$ cat src/rtl/rmw_sequencer.sv
module rmw_sequencer #(
  parameter int UNIT_BYTES    = 16,
  parameter int ADDR_W        = 28,
  parameter int RMW_MIN_BYTES = 8
) (
  input  logic                    clk,
  input  logic                    rst_n,
  input  logic                    ecc_en,
  input  logic                    req_valid,
  output logic                    req_ready,
  input  logic                    req_write,
  input  logic [ADDR_W-1:0]       req_addr,
  input  logic [UNIT_BYTES-1:0]   req_mask,
  input  logic [UNIT_BYTES*8-1:0] req_wdata,
  output logic                    rsp_valid,
  output logic [UNIT_BYTES*8-1:0] rsp_rdata,
  output logic                    rsp_err,
  output logic                    mem_cmd_valid,
  input  logic                    mem_cmd_ready,
  output logic                    mem_cmd_write,
  output logic [ADDR_W-1:0]       mem_cmd_addr,
  output logic [UNIT_BYTES-1:0]   mem_cmd_mask,
  output logic [UNIT_BYTES*8-1:0] mem_cmd_wdata,
  output logic [UNIT_BYTES-1:0]   mem_cmd_check,
  input  logic                    mem_rsp_valid,
  input  logic [UNIT_BYTES*8-1:0] mem_rsp_rdata,
  input  logic [UNIT_BYTES-1:0]   mem_rsp_check
);

  localparam int DW = UNIT_BYTES * 8;
  localparam int CW = $clog2(UNIT_BYTES + 1);

  typedef enum logic [2:0] {
    S_IDLE, S_RD, S_RD_WAIT, S_WR, S_RMW_RD, S_RMW_WAIT, S_RMW_WR
  } state_t;

  state_t                state;
  logic                  h_ecc;
  logic [ADDR_W-1:0]     h_addr;
  logic [UNIT_BYTES-1:0] h_mask;
  logic [DW-1:0]         h_data;
  logic [CW-1:0]         req_cnt;
  logic [DW-1:0]         merged;
  logic [UNIT_BYTES-1:0] rsp_par;
  logic                  accept, narrow, cmd_take;

  always_comb begin
    req_cnt = '0;
    for (int i = 0; i < UNIT_BYTES; i++) req_cnt = req_cnt + CW'(req_mask[i]);
  end

  for (genvar b = 0; b < UNIT_BYTES; b++) begin : g_byte
    assign merged[b*8 +: 8]     = h_mask[b] ? h_data[b*8 +: 8] : mem_rsp_rdata[b*8 +: 8];
    assign rsp_par[b]           = ^mem_rsp_rdata[b*8 +: 8];
    assign mem_cmd_check[b]     = ^mem_cmd_wdata[b*8 +: 8];
  end

  assign req_ready     = (state == S_IDLE);
  assign accept        = req_valid && req_ready;
  assign narrow        = req_cnt < CW'(RMW_MIN_BYTES);
  assign mem_cmd_valid = (state == S_RD) || (state == S_WR) ||
                         (state == S_RMW_RD) || (state == S_RMW_WR);
  assign mem_cmd_write = (state == S_WR) || (state == S_RMW_WR);
  assign mem_cmd_addr  = h_addr;
  assign mem_cmd_mask  = (state == S_WR) ? h_mask : '1;
  assign mem_cmd_wdata = h_data;
  assign cmd_take      = mem_cmd_valid && mem_cmd_ready;

  always_ff @(posedge clk) begin
    if (!rst_n) begin
      state     <= S_IDLE;
      h_ecc     <= 1'b0;
      h_addr    <= '0;
      h_mask    <= '0;
      h_data    <= '0;
      rsp_valid <= 1'b0;
      rsp_rdata <= '0;
      rsp_err   <= 1'b0;
    end else begin
      rsp_valid <= 1'b0;
      unique case (state)
        S_IDLE: if (accept) begin
          h_ecc  <= ecc_en;
          h_addr <= req_addr;
          h_mask <= req_mask;
          h_data <= req_wdata;
          if (!req_write)               state <= S_RD;
          else if (ecc_en && narrow)    state <= S_RMW_RD;
          else                          state <= S_WR;
        end
        S_RD:       if (cmd_take) state <= S_RD_WAIT;
        S_RD_WAIT:  if (mem_rsp_valid) begin
          rsp_valid <= 1'b1;
          rsp_rdata <= mem_rsp_rdata;
          rsp_err   <= h_ecc && (rsp_par != mem_rsp_check);
          state     <= S_IDLE;
        end
        S_WR:       if (cmd_take) state <= S_IDLE;
        S_RMW_RD:   if (cmd_take) state <= S_RMW_WAIT;
        S_RMW_WAIT: if (mem_rsp_valid) begin
          h_data <= merged;
          state  <= S_RMW_WR;
        end
        S_RMW_WR:   if (cmd_take) state <= S_IDLE;
        default:    state <= S_IDLE;
      endcase
    end
  end

  p_read_issue_r2: assert property (@(posedge clk) disable iff (!rst_n)
    accept && !req_write |=> mem_cmd_valid && !mem_cmd_write && (&mem_cmd_mask) &&
                             mem_cmd_addr == $past(req_addr));

  p_rsp_source_r2: assert property (@(posedge clk) disable iff (!rst_n)
    rsp_valid |-> $past(mem_rsp_valid));

  p_plain_write_r3: assert property (@(posedge clk) disable iff (!rst_n)
    accept && req_write && !ecc_en |=> mem_cmd_valid && mem_cmd_write &&
                                       mem_cmd_mask == $past(req_mask));

  p_wide_write_r4: assert property (@(posedge clk) disable iff (!rst_n)
    accept && req_write && ecc_en && ($countones(req_mask) >= RMW_MIN_BYTES)
      |=> mem_cmd_valid && mem_cmd_write && mem_cmd_mask == $past(req_mask));

  p_rmw_read_first_r5: assert property (@(posedge clk) disable iff (!rst_n)
    accept && req_write && ecc_en && ($countones(req_mask) < RMW_MIN_BYTES)
      |=> mem_cmd_valid && !mem_cmd_write);

  p_rmw_writeback_r6: assert property (@(posedge clk) disable iff (!rst_n)
    (state == S_RMW_WAIT) && mem_rsp_valid |=> mem_cmd_valid && mem_cmd_write && (&mem_cmd_mask));

  p_busy_r7: assert property (@(posedge clk) disable iff (!rst_n)
    mem_cmd_valid |-> !req_ready);

  p_cmd_hold_r9: assert property (@(posedge clk) disable iff (!rst_n)
    mem_cmd_valid && !mem_cmd_ready |=> mem_cmd_valid && $stable(mem_cmd_write) &&
      $stable(mem_cmd_addr) && $stable(mem_cmd_mask) && $stable(mem_cmd_wdata));

endmodule

$ cat config.mk
export PLATFORM = sky130hd
export DESIGN_NAME = rmw_sequencer
export DESIGN_NICKNAME = d
export VERILOG_FILES = /design/src/rtl/rmw_sequencer.sv
export SDC_FILE = /design/constraint.sdc
export NUM_CORES = 1
export LEC_CHECK = 0
export ABC_AREA = 0
export CAP_MARGIN = 20
export CORE_AREA = 2 2 247 249
export CTS_CLUSTER_DIAMETER = 50
export DETAILED_ROUTE_END_ITERATION = 10
export DIE_AREA = 0 0 249 251
export PLACE_DENSITY = 0.53
export SETUP_SLACK_MARGIN = 0.15
export SLEW_MARGIN = 20
export SYNTH_ARGS = -nofsm -noshare
export SYNTH_HDL_FRONTEND = slang
export SYNTH_SLANG_ARGS = --single-unit
$ cat constraint.sdc
create_clock -name clk -period 5.1 [get_ports clk]
set_clock_uncertainty 0.2 [all_clocks]
set_input_delay 0.51 -clock clk [delete_from_list [all_inputs] [get_ports clk]]
set_output_delay 0.51 -clock clk [all_outputs]
set_load 0.01 [all_outputs]
Word-level counts from Yosys, hierarchy flattened. Index checks and enable logic that the tools add are counted.

Bits in registers: 306. Bits of input ports: 323. Word-level logic and storage cells: 161.

Add/sub/neg operators: 15. Order comparisons: 1. Equality and inequality tests: 29. Mux-type cells: 30. Reduce and logical (&&, ||, !) cells: 63.

Operator list (count): 128-bit 2-to-1 mux (2); 128-bit one-hot mux with 2 select lines (1); 8-bit parity (32); 8-bit 2-to-1 mux (16); 4-bit AND reduction (16); 5-bit by 1-bit adder with 5-bit output (11); 2-bit != test, second input constant (20); 3-bit 2-to-1 mux (8); 3-bit one-hot mux with 6 select lines (1); 16-bit 2-to-1 mux (1); 16-bit != test (1); 3-bit equality test, second input constant (3); 3-bit by 2-bit equality test with 1-bit output, second input constant (2); 2-bit AND reduction (3); 6-bit AND reduction (1); 4-bit by 1-bit adder with 5-bit output (1); 5-bit by 4-bit < comparator with 1-bit output, second input constant (1); 3-bit by 1-bit adder with 4-bit output (1); 1-bit logical AND (4); 1-bit logical OR (4); 2-bit by 1-bit != test with 1-bit output, second input constant (2); 2-bit by 1-bit adder with 3-bit output (1); 3-bit by 1-bit equality test with 1-bit output, second input constant (1); 3-bit zero test (1); other kinds (4) (4).

Depth between registers and ports, before layout.
Word-level depth: 21. Depth in mapped cells: 15.

Worst setup path before layout. Ideal clock, no wire load.

Path kind: input to register. From: in req_mask[11]. To: reg state[2]. Arrival time: 3851 ps. Data required time: 4830 ps. Slack: 980 ps. Stages: 12. Cells stage by stage: inv_1 > fa_1 > fa_1 > fa_1 > fa_1 > inv_1 > ha_1 > and3b_1 > o21ai_0 > nand3_1 > or4b_2 > a21oi_1.

Longest elaborated chain between the ends: 11.

RTL lines: from (decl) (RTL line 13) `input logic [UNIT_BYTES-1:0] req_mask,`; 5-bit by 1-bit adder with 5-bit output (5 in series) (RTL line 49) `for (int i = 0; i < UNIT_BYTES; i++) req_cnt = req_cnt + CW'(req_mask[i]);`; 5-bit by 4-bit < comparator with 1-bit output (RTL line 60) `assign narrow = req_cnt < CW'(RMW_MIN_BYTES);`; 1-bit logical AND (RTL line 88) `else if (ecc_en && narrow) state <= S_RMW_RD;`; 3-bit 2-to-1 mux (RTL line 88); 3-bit 2-to-1 mux (RTL line 87) `if (!req_write) state <= S_RD;`; 3-bit 2-to-1 mux (RTL line 82) `S_IDLE: if (accept) begin`; 3-bit one-hot mux with 6 select lines (RTL line 81) `unique case (state)`; to (signal assigned) (RTL line 87); to (signal assigned) (RTL line 88); to (signal assigned) (RTL line 89) `else state <= S_WR;`; to (decl) (RTL line 37) `state_t state;`.

Every way passes these cells. The select of a mux whose other input is x is not followed. A chain may end at the register's enable or synchronous reset.

Worst setup path after layout.
From: in req_mask[0]. To: reg state[2].

Longest elaborated chain between the ends: 21.

RTL lines (RTL line): 1-bit by 1-bit adder with 2-bit output (49); 2-bit by 1-bit adder with 3-bit output (49); 3-bit by 1-bit adder with 4-bit output (49); 4-bit by 1-bit adder with 5-bit output (49); 5-bit by 1-bit adder with 5-bit output (11 in series) (49); 5-bit by 4-bit < comparator with 1-bit output (60); 1-bit logical AND (88); 3-bit 2-to-1 mux (88); 3-bit 2-to-1 mux (87); 3-bit 2-to-1 mux (82); 3-bit one-hot mux with 6 select lines (81).

Every way passes these cells. The select of a mux whose other input is x is not followed.

==> impl.org <==
** Outcome
- The flow ran to the end, and the final reports show no timing, DRC or antenna violations.

** Detailed routing
- Dividing the detail-routed via count by the number of cells gives 4.54.
- The first routing iteration left 501 violations.
- Post-DRT Antenna Nets :: 0
- Detailed-route via count :: 13992
- Mean routed wirelength per cell :: 20.9 um
- Post-detailed-routing wire length :: 64400 um
- Remaining DRCs :: 0
- Router iterations before antenna repair :: 5

** Floorplanning
- In this run the horizontal extent of the chip is 249 um.
- For this configuration, the core starts out at a cell density of 25.7%.
- In this run the standard cell core region covers 59800 um^2.
- Std-Cell Rows :: 90
- Die Area :: 62500 um^2
- Ports :: 644
- Floorplan die height :: 251 um

** Global routing
- Entering global routing, the biggest net connects 149 pins.
- First-pass GRT wire length :: 94000 um
- Global routing consumed, over all layers together, 20.0% of the routing resources.
- The number of global-route vias before repair was 14557.
- The number of antenna violations at the first check in global routing was 5.
- Overall overflow remaining after global route :: 0

** Yosys
- Average instance area after synthesis :: 9.29 um^2
- Dominant cells by area after synthesis :: sky130_fd_sc_hd__dfxtp_1 40%, sky130_fd_sc_hd__nand2_1 12%, sky130_fd_sc_hd__xnor2_1 9.1%, sky130_fd_sc_hd__mux2i_1 8.4%, sky130_fd_sc_hd__o211a_1 8.3%
- Post-synth top area cell :: sky130_fd_sc_hd__dfxtp_1
- Counting every instance in the synthesized netlist gives 1657.
- Commonest register cell after synthesis :: sky130_fd_sc_hd__dfxtp_1
- Most common cell in the netlist :: sky130_fd_sc_hd__nand2_1
- Synthesized flop and latch total :: 306
- Summing every instance area after synthesis gives 15400 um^2.
- After synthesis, the largest area contributor takes up 39.8% of total cell area.
- Number of distinct library cells after synthesis :: 39
- Proportion of synthesized chip area in sequential cells :: 39.8%
- Number of flops mapped to enable cells by yosys :: 0
- Yosys warns :: 0
- After synthesis, the share of flip-flops with an asynchronous set or reset is 0%.
- Synthesized Nets :: 1993
- The commonest cells after synthesis are 480 x sky130_fd_sc_hd__nand2_1, 306 x sky130_fd_sc_hd__dfxtp_1, 160 x sky130_fd_sc_hd__xnor2_1.

** Timing
- Setup repair after global routing left no endpoint under its margin.
- Final hold violations :: 0
- The max-slew violation total from the final report is 0.
- Accumulated negative setup slack :: 0 ns
- After layout, the worst path uses 84.3% of the clock period.
- Worst slew margin relative to its limit :: 32.1%
- Slew at the pin with the worst max-slew slack :: 1.02 ns
- Peak clock frequency supported by timing :: 233 MHz
- The worst path needs 4.30 ns of the cycle, external delays included.
- Setup violations remaining at the end of the flow were counted as 0.
- Across all setup checks in the final design, the least slack found is 0.802 ns.

** Place
- The congestion estimate from routability-driven global placement came to 0.881.
- Place WS :: 0.185 ns
- After detailed placement, the total cell area comes to 22400 um^2.
- Input and output buffers added on the ports amount to 643.
- After legalization and detailed placement, the total HPWL measured 49600 um.

** Worst setup path
- Kind of end point of the critical path :: register
- Number of cells traversed by the worst register-to-register path :: 6
- Along the worst path, the maximum fanout reaches 3.
- Critical path start-end classification :: primary input to register
- STA classifies the critical path startpoint as a primary input.
- Data arrival time of the critical path :: 4.61 ns
- STA puts the critical path data required time at 5.41 ns.

** Pwr
- In this run the power density over the cells is 510 nW/um^2.
- IR analysis of the VDD net gives a maximum drop of 0.000347 V.
- Leakage :: 10.7 nW
- Design Power :: 12.3 mW

** CTS
- The number of hold buffers added after CTS was 0.
- Once the clock tree was built, the resizer swapped 0 gates to a different size.
- Clock latency reported for the late side of the worst-skew pair :: 0.58 ns
- The clock passes through at most 3 buffers.
- The H-tree was split into 2 levels.
- Clock-pin slew was measured on the worst setup and hold paths at 0.06 ns.
- Inserted Clock Buffers :: 50
- TritonCTS built the clock tree.
- The root buffer cell chosen for the clock tree is sky130_fd_sc_hd__clkbuf_16.
- Number of buffers inserted to repair setup after CTS :: 0
- Total number of clock tree sinks :: 306

** Min path
- Class of the worst hold path :: register to register
- The worst hold path was traced through 2 stages.

** Finish
- Area growth syn-to-layout :: 57.2%
- Ratio of cells with drive above 1 in the final layout :: 5.92%
- Final design instance area without fill :: 24200 um^2
- NumNets Final :: 2592
- Cells fill 40.5% of the core in the end.

** Run
- Number of maximum-capacitance violations :: 0
-- sequential cells by signal, indices dropped and copies added (netlist names) --
name	count
mem_cmd_wdata	128
rsp_rdata	128
mem_cmd_addr	28
h_mask	16
state	3
h_ecc	1
rsp_err	1
rsp_valid	1
-- layout by cell type (no fill, tap or decap), types with 5 or more instances in the layout --
cell and instances:
sky130_fd_sc_hd__a21boi_0 156, sky130_fd_sc_hd__a21boi_1 19, sky130_fd_sc_hd__a21oi_2 6, sky130_fd_sc_hd__a21oi_4 10, sky130_fd_sc_hd__buf_4 10, sky130_fd_sc_hd__bufinv_16 7, sky130_fd_sc_hd__clkbuf_1 7, sky130_fd_sc_hd__clkbuf_16 51
sky130_fd_sc_hd__clkbuf_8 8, sky130_fd_sc_hd__clkdlybuf4s50_1 642, sky130_fd_sc_hd__clkinv_2 11, sky130_fd_sc_hd__dfxtp_1 306, sky130_fd_sc_hd__fa_1 9, sky130_fd_sc_hd__inv_1 26, sky130_fd_sc_hd__mux2i_1 129, sky130_fd_sc_hd__nand2_1 479
sky130_fd_sc_hd__nor2_1 5, sky130_fd_sc_hd__o211a_1 128, sky130_fd_sc_hd__or2_2 16, sky130_fd_sc_hd__xnor2_1 160, sky130_fd_sc_hd__xnor3_1 16, sky130_fd_sc_hd__xor2_1 49
-- area by class of cell --
class / count / area, um^2
diodes: 2 / 5.00
clock buffers: 65 / 1400
clock inverters: 27 / 365
fillers: 5948 / 35600
inverters: 26 / 97.6
multi-input cells: 1217 / 8660
flip-flops and latches: 306 / 6130
well taps: 782 / 978
repair buffers: 655 / 6560
-- stage by stage --
stage | hold slack [ns] | instances
floorplan | 0.244 | 1657
global placement | 0.240 | 2986
detailed placement | 0.247 | 2986
CTS | 0.242 | 3078
global route | 0.276 | 3080
finish | 0.256 | 3080
-- cells by family after synthesis --
kind of cell / count (synthesis) / share of synthesized area, %
buffers and inverters: 134 / 3.99
XOR/XNOR: 225 / 14.2
flip-flops: 306 / 39.8
adder cells (fa/ha/maj): 13 / 1.50
AND/OR/NAND/NOR: 522 / 13.5
multiplexers: 129 / 8.39
AO/OA/AOI/OAI: 328 / 18.6
-- where the power goes --
part           switching [mW]  internal [mW]
sequential              0.478           2.90
combinational            2.64           2.74
clock                    1.28           2.30
-- critical path: stages --
cell,delay [ns]
sky130_fd_sc_hd__clkdlybuf4s50_1,0.49
sky130_fd_sc_hd__inv_1,0.07
sky130_fd_sc_hd__fa_1,0.58
sky130_fd_sc_hd__fa_1,0.45
sky130_fd_sc_hd__fa_1,0.40
sky130_fd_sc_hd__fa_1,0.53
sky130_fd_sc_hd__inv_1,0.05
sky130_fd_sc_hd__ha_1,0.25
sky130_fd_sc_hd__and3b_1,0.15
sky130_fd_sc_hd__o21ai_0,0.16
sky130_fd_sc_hd__nand3_1,0.18
sky130_fd_sc_hd__or4b_2,0.64
sky130_fd_sc_hd__a21oi_1,0.15
-- final timing paths --
kind | to | from | slack, ns
max reg2reg | mem_cmd_wdata[95] | state[0] | 1.77
min reg2reg | rsp_rdata[82] | rsp_rdata[82] | 0.26
min | rsp_rdata[82] | rsp_rdata[82] | 0.26
max | state[2] | req_mask[0] | 0.80
-- per-layer routing --
layer | track usage [%] | share of wire, % | vias up
li1 | - | - | 6772
met1 | 21.4 | 39 | 6583
met2 | 35.2 | 48 | 504
met3 | 7.69 | 8.7 | 127
met4 | 8.16 | 4.1 | 6
met5 | 0 | 0.064 | -
Power figures use the tool's default switching activity.
